[src/rtl/rx_bd_pkg.sv]
package rx_bd_pkg;

    typedef enum logic [1:0] {
        ST_IDLE,
        ST_FILL,
        ST_DROP
    } rx_state_e;

    localparam int FCS_BYTES   = 4;
    localparam int STAT_W      = 16;
    localparam int ERR_W       = 6;
    localparam int CODE_W      = 4;

endpackage

[src/rtl/rx_bd_fsm.sv]
module rx_bd_fsm
    import rx_bd_pkg::*;
#(
    parameter int DEPTH   = 4,
    parameter int MAX_LEN = 1520,
    parameter int IDX_W   = $clog2(DEPTH),
    parameter int LEN_W   = $clog2(MAX_LEN + 1)
) (
    input  logic                clk,
    input  logic                rst_n,
    input  logic                in_valid,
    input  logic                in_last,
    input  logic [CODE_W-1:0]   in_err,
    input  logic                cur_empty,
    output logic [IDX_W-1:0]    wr_idx,
    output logic                byte_we,
    output logic [LEN_W-1:0]    byte_off,
    output logic                close,
    output logic [LEN_W-1:0]    close_len,
    output logic [ERR_W-1:0]    close_err,
    output logic                ovr_pulse
);

    localparam logic [LEN_W-1:0] LIMIT = LEN_W'(MAX_LEN);
    localparam logic [IDX_W-1:0] LAST  = IDX_W'(DEPTH - 1);

    rx_state_e          state_q, state_nx;
    logic [LEN_W-1:0]   cnt_q, cnt_eff;
    logic               oversz_q, oversz_nx;
    logic               start, own_start, room;

    // state register
    always_ff @(posedge clk or negedge rst_n) begin
        if (!rst_n) state_q <= ST_IDLE;
        else        state_q <= state_nx;
    end

    // next state and outputs
    always_comb begin
        state_nx  = state_q;
        start     = 1'b0;
        own_start = 1'b0;
        cnt_eff   = cnt_q;
        unique case (state_q)
            ST_IDLE: begin
                cnt_eff   = '0;
                start     = in_valid;
                own_start = in_valid && cur_empty;
                if (in_valid && !in_last)
                    state_nx = cur_empty ? ST_FILL : ST_DROP;
            end
            ST_FILL: begin
                if (in_valid && in_last) state_nx = ST_IDLE;
            end
            ST_DROP: begin
                if (in_valid && in_last) state_nx = ST_IDLE;
            end
            default: state_nx = ST_IDLE;
        endcase
        room      = (cnt_eff < LIMIT);
        oversz_nx = ((state_q == ST_FILL) && oversz_q) || (in_valid && !room);
        byte_we   = in_valid && room && (own_start || (state_q == ST_FILL));
        byte_off  = cnt_eff;
        close     = in_valid && in_last && (own_start || (state_q == ST_FILL));
        close_len = room ? cnt_eff + LEN_W'(1) : cnt_eff;
        close_err = {oversz_nx, (close_len < LEN_W'(FCS_BYTES)), in_err};
    end

    // datapath registers
    always_ff @(posedge clk or negedge rst_n) begin
        if (!rst_n) begin
            cnt_q     <= '0;
            oversz_q  <= 1'b0;
            wr_idx    <= '0;
            ovr_pulse <= 1'b0;
        end else begin
            ovr_pulse <= start && !cur_empty;
            if (state_nx == ST_FILL) begin
                cnt_q    <= byte_we ? cnt_eff + LEN_W'(1) : cnt_eff;
                oversz_q <= oversz_nx;
            end else begin
                cnt_q    <= '0;
                oversz_q <= 1'b0;
            end
            if (close)
                wr_idx <= (wr_idx == LAST) ? '0 : wr_idx + IDX_W'(1);
        end
    end

endmodule

[src/rtl/rx_bd_table.sv]
module rx_bd_table
    import rx_bd_pkg::*;
#(
    parameter int DEPTH    = 4,
    parameter int ADDR_W   = 16,
    parameter int BUF_SPAN = 2048,
    parameter int IDX_W    = $clog2(DEPTH),
    parameter int LEN_W    = 11
) (
    input  logic                clk,
    input  logic                rst_n,
    input  logic [IDX_W-1:0]    wr_idx,
    input  logic                close,
    input  logic [LEN_W-1:0]    close_len,
    input  logic [ERR_W-1:0]    close_err,
    input  logic                ret,
    input  logic                cfg_we,
    input  logic [IDX_W-1:0]    cfg_idx,
    input  logic [ADDR_W-1:0]   cfg_addr,
    output logic                wr_empty,
    output logic [ADDR_W-1:0]   wr_base,
    output logic                rd_empty,
    output logic                rd_wrap,
    output logic [LEN_W-1:0]    rd_len_raw,
    output logic [ERR_W-1:0]    rd_err,
    output logic [ADDR_W-1:0]   rd_base
);

    localparam logic [IDX_W-1:0] LAST = IDX_W'(DEPTH - 1);

    logic [DEPTH-1:0]   empty_q;
    logic [DEPTH-1:0]   wrap_flag;
    logic [LEN_W-1:0]   len_q  [DEPTH];
    logic [ERR_W-1:0]   err_q  [DEPTH];
    logic [ADDR_W-1:0]  base_q [DEPTH];
    logic [IDX_W-1:0]   rd_idx;
    logic               ret_ok;

    for (genvar g = 0; g < DEPTH; g++) begin : g_wrap
        assign wrap_flag[g] = (g == DEPTH - 1);
    end

    assign ret_ok = ret && !empty_q[rd_idx];

    always_ff @(posedge clk or negedge rst_n) begin
        if (!rst_n) begin
            empty_q <= '1;
            rd_idx  <= '0;
            for (int i = 0; i < DEPTH; i++) begin
                len_q[i]  <= '0;
                err_q[i]  <= '0;
                base_q[i] <= ADDR_W'(i * BUF_SPAN);
            end
        end else begin
            for (int i = 0; i < DEPTH; i++) begin
                if (close && (wr_idx == IDX_W'(i))) begin
                    empty_q[i] <= 1'b0;
                    len_q[i]   <= close_len;
                    err_q[i]   <= close_err;
                end else if (ret_ok && (rd_idx == IDX_W'(i))) begin
                    empty_q[i] <= 1'b1;
                    len_q[i]   <= '0;
                    err_q[i]   <= '0;
                end
                if (cfg_we && (cfg_idx == IDX_W'(i)))
                    base_q[i] <= cfg_addr;
            end
            if (ret_ok)
                rd_idx <= (rd_idx == LAST) ? '0 : rd_idx + IDX_W'(1);
        end
    end

    assign wr_empty   = empty_q[wr_idx];
    assign wr_base    = base_q[wr_idx];
    assign rd_empty   = empty_q[rd_idx];
    assign rd_wrap    = wrap_flag[rd_idx];
    assign rd_len_raw = len_q[rd_idx];
    assign rd_err     = err_q[rd_idx];
    assign rd_base    = base_q[rd_idx];

endmodule

[src/rtl/rx_bd_ring.sv]
module rx_bd_ring
    import rx_bd_pkg::*;
#(
    parameter int DEPTH    = 4,
    parameter int MAX_LEN  = 1520,
    parameter int ADDR_W   = 16,
    parameter int BUF_SPAN = 2048,
    parameter int IDX_W    = $clog2(DEPTH),
    parameter int LEN_W    = $clog2(MAX_LEN + 1)
) (
    input  logic                clk,
    input  logic                rst_n,
    input  logic                in_valid,
    input  logic [7:0]          in_data,
    input  logic                in_last,
    input  logic [3:0]          in_err,
    output logic                mem_we,
    output logic [ADDR_W-1:0]   mem_addr,
    output logic [7:0]          mem_data,
    output logic                ovr_pulse,
    input  logic                cfg_we,
    input  logic [IDX_W-1:0]    cfg_idx,
    input  logic [ADDR_W-1:0]   cfg_addr,
    output logic                rd_valid,
    output logic [LEN_W-1:0]    rd_len,
    output logic [15:0]         rd_status,
    output logic [ADDR_W-1:0]   rd_addr,
    output logic                rd_ok,
    input  logic                rd_ret
);

    logic [IDX_W-1:0]   wr_idx;
    logic               byte_we, close, wr_empty, rd_empty, rd_wrap;
    logic [LEN_W-1:0]   byte_off, close_len, rd_len_raw;
    logic [ERR_W-1:0]   close_err, rd_err;
    logic [ADDR_W-1:0]  wr_base, rd_base;

    rx_bd_fsm #(
        .DEPTH(DEPTH), .MAX_LEN(MAX_LEN), .IDX_W(IDX_W), .LEN_W(LEN_W)
    ) u_fsm (
        .clk(clk), .rst_n(rst_n),
        .in_valid(in_valid), .in_last(in_last), .in_err(in_err),
        .cur_empty(wr_empty),
        .wr_idx(wr_idx), .byte_we(byte_we), .byte_off(byte_off),
        .close(close), .close_len(close_len), .close_err(close_err),
        .ovr_pulse(ovr_pulse)
    );

    rx_bd_table #(
        .DEPTH(DEPTH), .ADDR_W(ADDR_W), .BUF_SPAN(BUF_SPAN),
        .IDX_W(IDX_W), .LEN_W(LEN_W)
    ) u_table (
        .clk(clk), .rst_n(rst_n),
        .wr_idx(wr_idx), .close(close), .close_len(close_len),
        .close_err(close_err), .ret(rd_ret),
        .cfg_we(cfg_we), .cfg_idx(cfg_idx), .cfg_addr(cfg_addr),
        .wr_empty(wr_empty), .wr_base(wr_base),
        .rd_empty(rd_empty), .rd_wrap(rd_wrap), .rd_len_raw(rd_len_raw),
        .rd_err(rd_err), .rd_base(rd_base)
    );

    assign mem_we    = byte_we;
    assign mem_addr  = wr_base + ADDR_W'(byte_off);
    assign mem_data  = in_data;
    assign rd_valid  = !rd_empty;
    assign rd_status = {rd_empty, 1'b0, rd_wrap, 7'b0, rd_err};
    assign rd_ok     = !rd_empty && (rd_err == '0);
    assign rd_len    = rd_ok ? rd_len_raw - LEN_W'(FCS_BYTES) : '0;
    assign rd_addr   = rd_base;

endmodule

[config.mk]
export PLATFORM = sky130hd
export DESIGN_NAME = rx_bd_ring
export DESIGN_NICKNAME = d
export VERILOG_FILES = /design/src/rtl/rx_bd_pkg.sv /design/src/rtl/rx_bd_fsm.sv /design/src/rtl/rx_bd_table.sv /design/src/rtl/rx_bd_ring.sv
export SDC_FILE = /design/constraint.sdc
export NUM_CORES = 1
export LEC_CHECK = 0
export CAP_MARGIN = 30
export CORE_MARGIN = 3
export CORE_UTILIZATION = 25
export CTS_CLUSTER_DIAMETER = 60
export DETAILED_ROUTE_END_ITERATION = 8
export PLACE_DENSITY_LB_ADDON = 0.05
export SLEW_MARGIN = 0
export SYNTH_ARGS = -nofsm -noshare
export SYNTH_HDL_FRONTEND = slang
export SYNTH_SLANG_ARGS = --single-unit
[constraint.sdc]
create_clock -name clk -period 7.85 [get_ports clk]
set_input_delay 1.57 -clock clk [delete_from_list [all_inputs] [get_ports clk]]
set_output_delay 1.57 -clock clk [all_outputs]
set_load 0.02 [all_outputs]
---- Word-level counts from Yosys, hierarchy flattened ----
Cells that the tools add are included.
storage, ports and cells
  logic and storage cells ................. 142
  output and inout bits ................... 71
  register bits after elaboration ......... 155
  input port bits ......................... 36
operators by class
  multiplexer cells ....................... 56
  add/sub/neg operators ................... 5
  equal/unequal tests ..................... 12
  $lt $le $gt $ge ......................... 6
  bitwise gates (word level) .............. 2
  reductions and logical operators ........ 39
operators with widths
  cell                                                          count
  2-to-1 mux 11 bit                                             15
  binary-select mux 16 bit (select 2 bit)                       2
  2-to-1 mux 16 bit                                             4
  2-to-1 mux 6 bit                                              10
  logical AND 1 bit                                             23
  binary-select mux 11 bit (select 2 bit)                       1
  adder 16 x 11 -> 16 bit                                       1
  == test 2 bit (second input constant)                         7
  2-to-1 mux 1 bit                                              14
  binary-select mux 6 bit (select 2 bit)                        1
  adder 11 x 1 -> 11 bit (second input constant)                1
  less-than comparator 11 bit (second input constant)           1
  less-than comparator 11 x 3 -> 1 bit (second input constant)  1
  subtractor 11 x 3 -> 11 bit (second input constant)           1
  == test 2 x 1 -> 1 bit (second input constant)                5
  2-to-1 mux 2 bit                                              5
  zero test 2 bit                                               4
  nonzero test 2 bit                                            4
  binary-select mux 1 bit (select 2 bit)                        3
  >= comparator 3 bit (second input constant)                   2
  zero test 6 bit                                               1
  less-than comparator 2 x 3 -> 1 bit (second input constant)   2
  NOT 2 -> 3 bit                                                2
  adder 2 x 1 -> 2 bit (second input constant)                  2
  4 further kinds                                               8

---- Logic depth before layout (Yosys ltp) ----
Gate-level depths: netlist (run 1).
  depth after elaboration ................. 8
  depth in mapped cells ................... 13
  gate-level depth less buffers ........... 11

---- Cells and area by module ----
Synthesis (run 1) repeated with hierarchy kept, for this count alone.
second synthesis, totals
  cell total of the unflattened synthesis .. 845
  area total of the unflattened synthesis .. 9,442.8 um2
modules (own cells, without submodules)
  module       area an instance (um2)  seq. area each (um2)  cells an instance  instances
  rx_bd_table  7,021.7                 3,463.3               540                1
  rx_bd_fsm    1,435.1                 425.4                 165                1
  rx_bd_ring   985.9                   0.0                   140                1

---- Worst setup path after synthesis (run 1) ----
Ideal clock, no wire load.
  path kind ............................... register to output
  start point ............................. register u_fsm.wr_idx[0]
  end point ............................... output port mem_addr[12]
  cell stages (with the launch flop) ...... 12
  required time ........................... 6.280 ns
  arrival time ............................ 3.506 ns
  path slack .............................. 2.774 ns
  buffers on the path ..................... 2
  path through ............................ dfrtp_1 -> buf_4 -> buf_1 -> mux4_2 -> ha_1 -> fa_1 -> and3_1 -> o31ai_1 -> a31oi_1 -> o21ai_0 -> a21boi_0 -> xor2_1
on the way
  longest elaborated chain between the ends .. 5
RTL lines
  item                                                   line               source
  from (decl)                                            rx_bd_fsm.sv:15    output logic [IDX_W-1:0] wr_idx,
  from (signal assigned)                                 rx_bd_fsm.sv:86    wr_idx <= (wr_idx == LAST) ? '0 : wr_idx + IDX_W'(1);
  NOT 2 -> 3 bit (implied by the code)                   rx_bd_table.sv:74  assign wr_base = base_q[wr_idx];
  binary-select mux 16 bit (select 2 bit)                rx_bd_table.sv:74
  2-to-1 mux 16 bit (implied by the code) (2 in series)  rx_bd_table.sv:74
  adder 16 x 11 -> 16 bit                                rx_bd_ring.sv:63   assign mem_addr = wr_base + ADDR_W'(byte_off);
  to (decl)                                              rx_bd_ring.sv:18   output logic [ADDR_W-1:0] mem_addr,
Every way passes these cells. The select of a mux whose other input is x is not followed.

---- Worst setup path in the final report (run 1) ----
Same ends and word-level chain as after synthesis.

==> impl_metrics.json, run 1 <==
{
  "status": "finished clean",
  "synth_edf_count": 0,
  "power_density_nw_per_um2": 367,
  "ys_warn_count": 0,
  "hold_buffers": 0,
  "r2r_start": "u_fsm.state_q[0]$_DFF_PN0_",
  "synth_cells": 699,
  "ys_types": 58,
  "io_buffers": 82,
  "wl_per_cell_um": 21.0,
  "grt_pass1_wl_mm": 40.8,
  "rows": 67,
  "cts_setup_buffers": 0,
  "dieArea_um2": 36600,
  "critPathCapture": "mem_addr[12]",
  "reg2regPathDepth": 10,
  "clkSinkCount": 155,
  "p_int_mw": 2.41,
  "skew_ns": 0.0133,
  "power_leakage_nw": 4.42,
  "ant_nets": 0,
  "swShare_pct": 37.8,
  "finalSetupViolations": 0,
  "power_switching_mw": 1.46,
  "ys_ff_latch": 155,
  "arrival_ns": 4.85,
  "hp-class": "reg -> reg",
  "antenna_cells": 0,
  "drive_above_1_share_pct": 22.5,
  "cts.clk_slew.worst_paths_ns": 0.06,
  "rsz0062_at_grt": "no",
  "end_kind": "output port",
  "layout_commonest_cell": "dfrtp_1",
  "r2r_setup_slack_ns": 4.06,
  "crit_type": "reg -> out",
  "clock_latency_ns": 0.44,
  "antenna_found_initial": 0,
  "firstDrtPassIters": 5,
  "start_util_pct": 25.5,
  "cts_tree": "done",
  "slew-limit-headroom_pct": 39.4,
  "fmax_mhz": 156,
  "crit_path_max_fanout": 12,
  "critPathLaunch": "u_fsm.wr_idx[0]$_DFFE_PN0P_",
  "clockBufferDepth": 2,
  "worst_pin_slew_ns": 0.900,
  "drc": 0,
  "startpoint_type": "flip-flop",
  "core_area_um2": 33700,
  "grt_pass1_vias": 6553,
  "syn_area_per_cell_um2": 12.3,
  "rr_endpoint": "u_table.err_q[16]$_DFFE_PN0P_",
  "synth_area_um2": 8580,
  "nFillCells": 3411,
  "dp_hpwl_mm": 18.1,
  "final_nets": 829,
  "overflow": 0,
  "area_growth_pct": 23.1,
  "cts_buffers": 17,
  "ios": 107,
  "stdcell_area_um2": 10600,
  "die_h_um": 191,
  "drtIter0Drc": 365,
  "place_area_um2": 9870,
  "vias": 6064,
  "hold_viol": 0,
  "period_share_pct": 81.8,
  "p_comb_share_pct": 47.0,
  "drv_slew": 0,
  "wirelength_mm": 25.8,
  "fin_setup_tns_ns": 0,
  "cts_resized": 0,
  "synthArstFlopShare_pct": 100,
  "p_clk_share_pct": 24.4,
  "die_x_um": 191,
  "htreeDepth": 4,
  "final_cell_mix": "dfrtp_1, clkdlybuf4s50_1, mux2_2",
  "fin_crit_ns": 6.42,
  "root_buffer": "clkbuf_16",
  "viasPerCell": 4.93,
  "pwr-share-seq_pct": 28.6,
  "grt_util_all_layers_pct": 14.7,
  "ys.flop_type": "dfrtp_1",
  "place.gp.congestion": 0.778,
  "maxCapViolations": 0,
  "max-vdd-ir-drop_mv": 0.184,
  "finalPower_mw": 3.87,
  "grt_start_max_net_pins": 81,
  "synth.yosys.seq_area_share_pct": 45.3,
  "crit_required_ns": 6.28
}
-- synthesized netlist by cell type (4+ instances only) --
library cell,count,area share [%]
inv_1,17,0.74
nor2_1,59,2.6
nor2b_1,11,0.80
o2bb2ai_1,18,1.8
mux2_2,65,8.5
a21oi_1,23,1.3
and3_1,7,0.51
nand2_1,33,1.4
dfstp_2,8,2.5
dfrtp_1,147,43
xnor2_1,20,2.0
mux4_2,48,13
buf_1,4,0.18
a32o_1,4,0.47
and2_1,8,0.58
buf_4,20,1.8
clkbuf_1,19,0.83
buf_2,10,0.58
ha_1,23,3.4
nor3_1,7,0.41
nand3_1,8,0.47
a31oi_1,5,0.36
xor2_1,11,1.1
a22o_1,40,4.1
a21o_1,8,0.70
o21ai_0,22,1.3
mux2i_1,7,0.82
-- worst max-delay path, stage by stage, from the launching register on --
cell and delay, ns:
dfrtp_1 0.66, buf_4 0.38, mux4_2 0.55, ha_1 0.22, fa_1 0.41, and3_1 0.22
o31ai_1 0.33, a31oi_1 0.20, o21ai_0 0.43, a21boi_0 0.20, xor2_1 0.17, clkdlybuf4s50_1 0.63
-- per-stage QoR --
| stage | cells | hold WS (ns) | worst slack [ns] | util (%) |
|---|---|---|---|---|
| 6_report | 1230 | 0.487 | 1.43 | 31.3 |
| 5_1_grt | 1230 | 0.504 | 1.14 | 31.3 |
| 4_1_cts | 1229 | 0.486 | 1.37 | 31.2 |
| 3_5_place_dp | 1197 | 0.469 | 1.88 | 29.3 |
| 3_3_place_gp | 1191 | 0.462 | 1.69 | 29.0 |
| 2_1_floorplan | 706 | 0.445 | 2.77 | - |
-- cell families after synthesis --
family	share of synthesized area (%)
and+or+nand+nor	8.46
buffers and inverters	4.35
other	0.0437
muxes	22.9
AOI/OAI and AO/OA	12.2
adders and majority gates	3.59
DFF	45.3
xor gates and xnor gates	3.17
-- layer usage --
layer,track usage [%],vias to the layer above,wire (µm)
li1,-,2722,-
met1,19.9,3157,12100
met2,23.5,164,12200
met3,3.50,21,1220
met4,3.92,0,325
met5,0,-,0
-- cell type report --
cell class | count | area, µm² | area share [%]
Sequential cell | 155 | 3890 | 36.8
Inverter | 17 | 63.8 | 0.604
Timing Repair Buffer | 99 | 1030 | 9.79
Clock inverter | 11 | 218 | 2.06
Clock buffer | 21 | 440 | 4.17
Tap cell | 448 | 561 | 5.31
Multi-Input combinational cell | 479 | 4350 | 41.2
-- worst min-delay path by stage --
stage	from	endpoint	depth (start not counted)
global placement	u_table.len_q[34]$_DFFE_PN0P_	u_table.len_q[34]$_DFFE_PN0P_	2
CTS	u_table.len_q[33]$_DFFE_PN0P_	u_table.len_q[33]$_DFFE_PN0P_	2
global route	u_table.len_q[23]$_DFFE_PN0P_	u_table.len_q[23]$_DFFE_PN0P_	1
finish	u_table.len_q[11]$_DFFE_PN0P_	u_table.len_q[11]$_DFFE_PN0P_	1
floorplan	u_table.err_q[23]$_DFFE_PN0P_	u_table.err_q[23]$_DFFE_PN0P_	2
detailed placement	u_table.len_q[5]$_DFFE_PN0P_	u_table.len_q[5]$_DFFE_PN0P_	1
-- state kept, by name, summed over array words and instances (netlist names) --
register         cells
u_fsm.ovr_pulse      1
u_table.len_q       44
u_table.empty_q      4
u_fsm.cnt_q         11
u_table.base_q      64
u_fsm.wr_idx         2
u_table.err_q       24
u_fsm.oversz_q       1
u_table.rd_idx       2
u_fsm.state_q        2
-- power groups by stage --
stage / clock (mW) / sequential [mW] / combinational, mW
global route: 1.01 / 1.13 / 1.96
floorplan: 0 / 1.03 / 1.17
finish: 0.945 / 1.11 / 1.82
detailed placement: 0 / 1.12 / 1.85
global placement: 0 / 1.12 / 1.83
CTS: 0.975 / 1.11 / 1.86
No activity file was read; power rests on OpenSTA's default activity.
==> run 2: changes to the inputs <==
clock period = 6.65 ns   (was 7.85 ns; I/O delays follow)
==> run 2 against run 1 <==
  * Die area unchanged
  * Wire length increased by 2.9%
  * Sequential cell count unchanged
  * Hold slack worse by 0.0047 ns
  * Cell count unchanged
  * Sequential share of layout area rose by 0.41 points
  * First-iteration DRC count down 21%
  * Global-route usage rose by 0.25 points
  * Critical path type unchanged
  * Largest cell class unchanged
==> impl_metrics.json, run 2 (same netlist as run 1, synthesis figures left out) <==
{
  "dp_cells": 1198,
  "cp_cell_sequence": "inv_1 > ha_1 > buf_4 > nand2b_1 > inv_1 > ha_1 > and3_1 > nand3_1 > a2111oi_0 > buf_4 > nor2_1 > nor3b_1 > xor2_1 > clkdlybuf4s50_1",
  "stdcell_area_um2": 10400,
  "drive_above_1_share_pct": 22.8,
  "drtIter0Drc": 288,
  "ios": 107,
  "period_share_pct": 89.8,
  "die_x_um": 191,
  "cts_buffers": 17,
  "max-vdd-ir-drop_mv": 0.223,
  "wl_per_cell_um": 21.6,
  "core_area_um2": 33700,
  "skew_ns": 0.0104,
  "clock_latency_ns": 0.44,
  "cts_setup_buffers": 0,
  "grt_pass1_vias": 6448,
  "startpoint_type": "flip-flop",
  "hp-class": "reg -> reg",
  "worstHoldStart": "u_table.len_q[34]$_DFFE_PN0P_",
  "place_area_um2": 9840,
  "antenna_found_initial": 0,
  "viasPerCell": 4.91,
  "dieArea_um2": 36600,
  "ant_nets": 0,
  "grt_util_all_layers_pct": 14.9,
  "clkSinkCount": 155,
  "post-place-ws_ns": 1.14,
  "swShare_pct": 39.2,
  "fin_crit_ns": 5.97,
  "stdcell_count": 1230,
  "drv_slew": 0,
  "clockBufferDepth": 2,
  "setup_ws_ns": 0.676,
  "grt_start_max_net_pins": 107,
  "final_nets": 830,
  "max_stage_delay_ns": 0.64,
  "cts.clk_slew.worst_paths_ns": 0.07,
  "top_register": "u_table.base_q",
  "power_density_nw_per_um2": 426,
  "grt_pass1_wl_mm": 40.7,
  "largestRegisters": "u_table.base_q: 64 flops, u_table.len_q: 44 flops, u_table.err_q: 24 flops",
  "crit_type": "reg -> out",
  "place.gp.congestion": 0.808,
  "antenna_cells": 0,
  "rsz0062_at_grt": "no",
  "multi_input_area_um2": 4350,
  "worst_pin_slew_ns": 0.924,
  "hold_viol": 0,
  "fin_setup_tns_ns": 0,
  "nFillCells": 3425,
  "wirelength_mm": 26.6,
  "crit_path_max_fanout": 19,
  "rows": 67,
  "root_buffer": "clkbuf_16",
  "seq_area_um2": 3890,
  "final_cell_mix": "dfrtp_1, clkdlybuf4s50_1, mux2_2",
  "r2r_start": "u_fsm.wr_idx[0]$_DFFE_PN0P_",
  "drc": 0,
  "pwr-share-seq_pct": 29.2,
  "die_h_um": 191,
  "maxCapViolations": 0,
  "area_growth_pct": 21.7,
  "p_comb_share_pct": 49.1,
  "htreeDepth": 4,
  "cts_tree": "done",
  "cts_resized": 0,
  "crit_path_top_delay_cell": "clkdlybuf4s50_1",
  "crit_required_ns": 5.32,
  "critPathLaunch": "u_fsm.state_q[1]$_DFF_PN0_",
  "arrival_ns": 4.64,
  "finalSetupViolations": 0,
  "p_clk_share_pct": 21.7,
  "slew-limit-headroom_pct": 38.4,
  "largest_reg_flops": 64,
  "critical_path.top_delay_family": "buffers and inverters",
  "layout_commonest_cell": "dfrtp_1",
  "overflow": 0,
  "start_util_pct": 25.5,
  "status": "finished clean",
  "hold_buffers": 0,
  "crit_buf_inv": 5,
  "dp_hpwl_mm": 18.3,
  "p_int_mw": 2.71,
  "io_buffers": 82,
  "firstDrtPassIters": 5,
  "power_leakage_nw": 4.36,
  "power_switching_mw": 1.74,
  "vias": 6037,
  "end_kind": "output port",
  "fmax_mhz": 167
}
## run 2: cell types whose count changed in the layout (fill, tap and decap cells not counted)
cell / previous run / this run
inv_6: 1 / 0
buf_4: 11 / 15
bufinv_16: 6 / 2
clkinvlp_4: 2 / 5
clkinv_4: 1 / 2
clkbuf_8: 0 / 1
buf_16: 4 / 2
clkbuf_1: 4 / 3
buf_1: 1 / 0
## run 2: metal layers
metal | vias up | share of wire, % | GRT usage [%]
li1 | 2714 | - | -
met1 | 3155 | 46 | 20.3
met2 | 155 | 48 | 24.3
met3 | 13 | 4.8 | 3.48
met4 | 0 | 0.80 | 3.13
met5 | - | 0 | 0
## run 2: area by class of cell
type,instances,area share (%)
repair buffers,100,9.62
clock inverters,10,1.15
flip-flops and latches,155,37.3
multi-input cells,479,41.7
clock buffers,21,4.31
inverters,17,0.611
well taps,448,5.37
## run 2: worst reg2reg max path: cells and delay by family (launching register included)
kind            cells  cell delay [ns]
buf+inv             1             0.42
mux                 1             0.68
compound gates      3             1.20
flops               1             0.49
simple gates        2             0.64
## run 2: stage by stage
stage / power (mW) / util, % / hold slack (ns)
after floorplan: 2.60 / - / 0.445
after global placement: 3.50 / 29.1 / 0.462
after detailed placement: 3.54 / 29.2 / 0.470
after CTS: 4.53 / 30.9 / 0.490
after global routing: 4.71 / 31.0 / 0.509
final: 4.45 / 31.0 / 0.483
## run 2: power by group through the flow
stage | logic, mW | registers, mW | clock network [mW]
3_3_place_gp | 2.19 | 1.31 | 0
3_5_place_dp | 2.22 | 1.32 | 0
6_report | 2.18 | 1.30 | 0.967
5_1_grt | 2.35 | 1.32 | 1.03
2_1_floorplan | 1.38 | 1.21 | 0
4_1_cts | 2.23 | 1.30 | 0.999
## run 2: worst paths after layout
path | to | slack (ns) | depth (start not counted)
setup / recovery | mem_addr[15] | 0.68 | 14
hold / removal | u_table.len_q[34]$_DFFE_PN0P_ | 0.48 | 2
setup reg to reg | u_table.len_q[7]$_DFFE_PN0P_ | 3.15 | 7
hold reg to reg | u_table.len_q[34]$_DFFE_PN0P_ | 0.48 | 2
max in group asynchronous | u_table.base_q[38]$_DFFE_PN0P_ | 5.05 | 2
min in group asynchronous | u_fsm.ovr_pulse$_DFF_PN0_ | 0.71 | 1
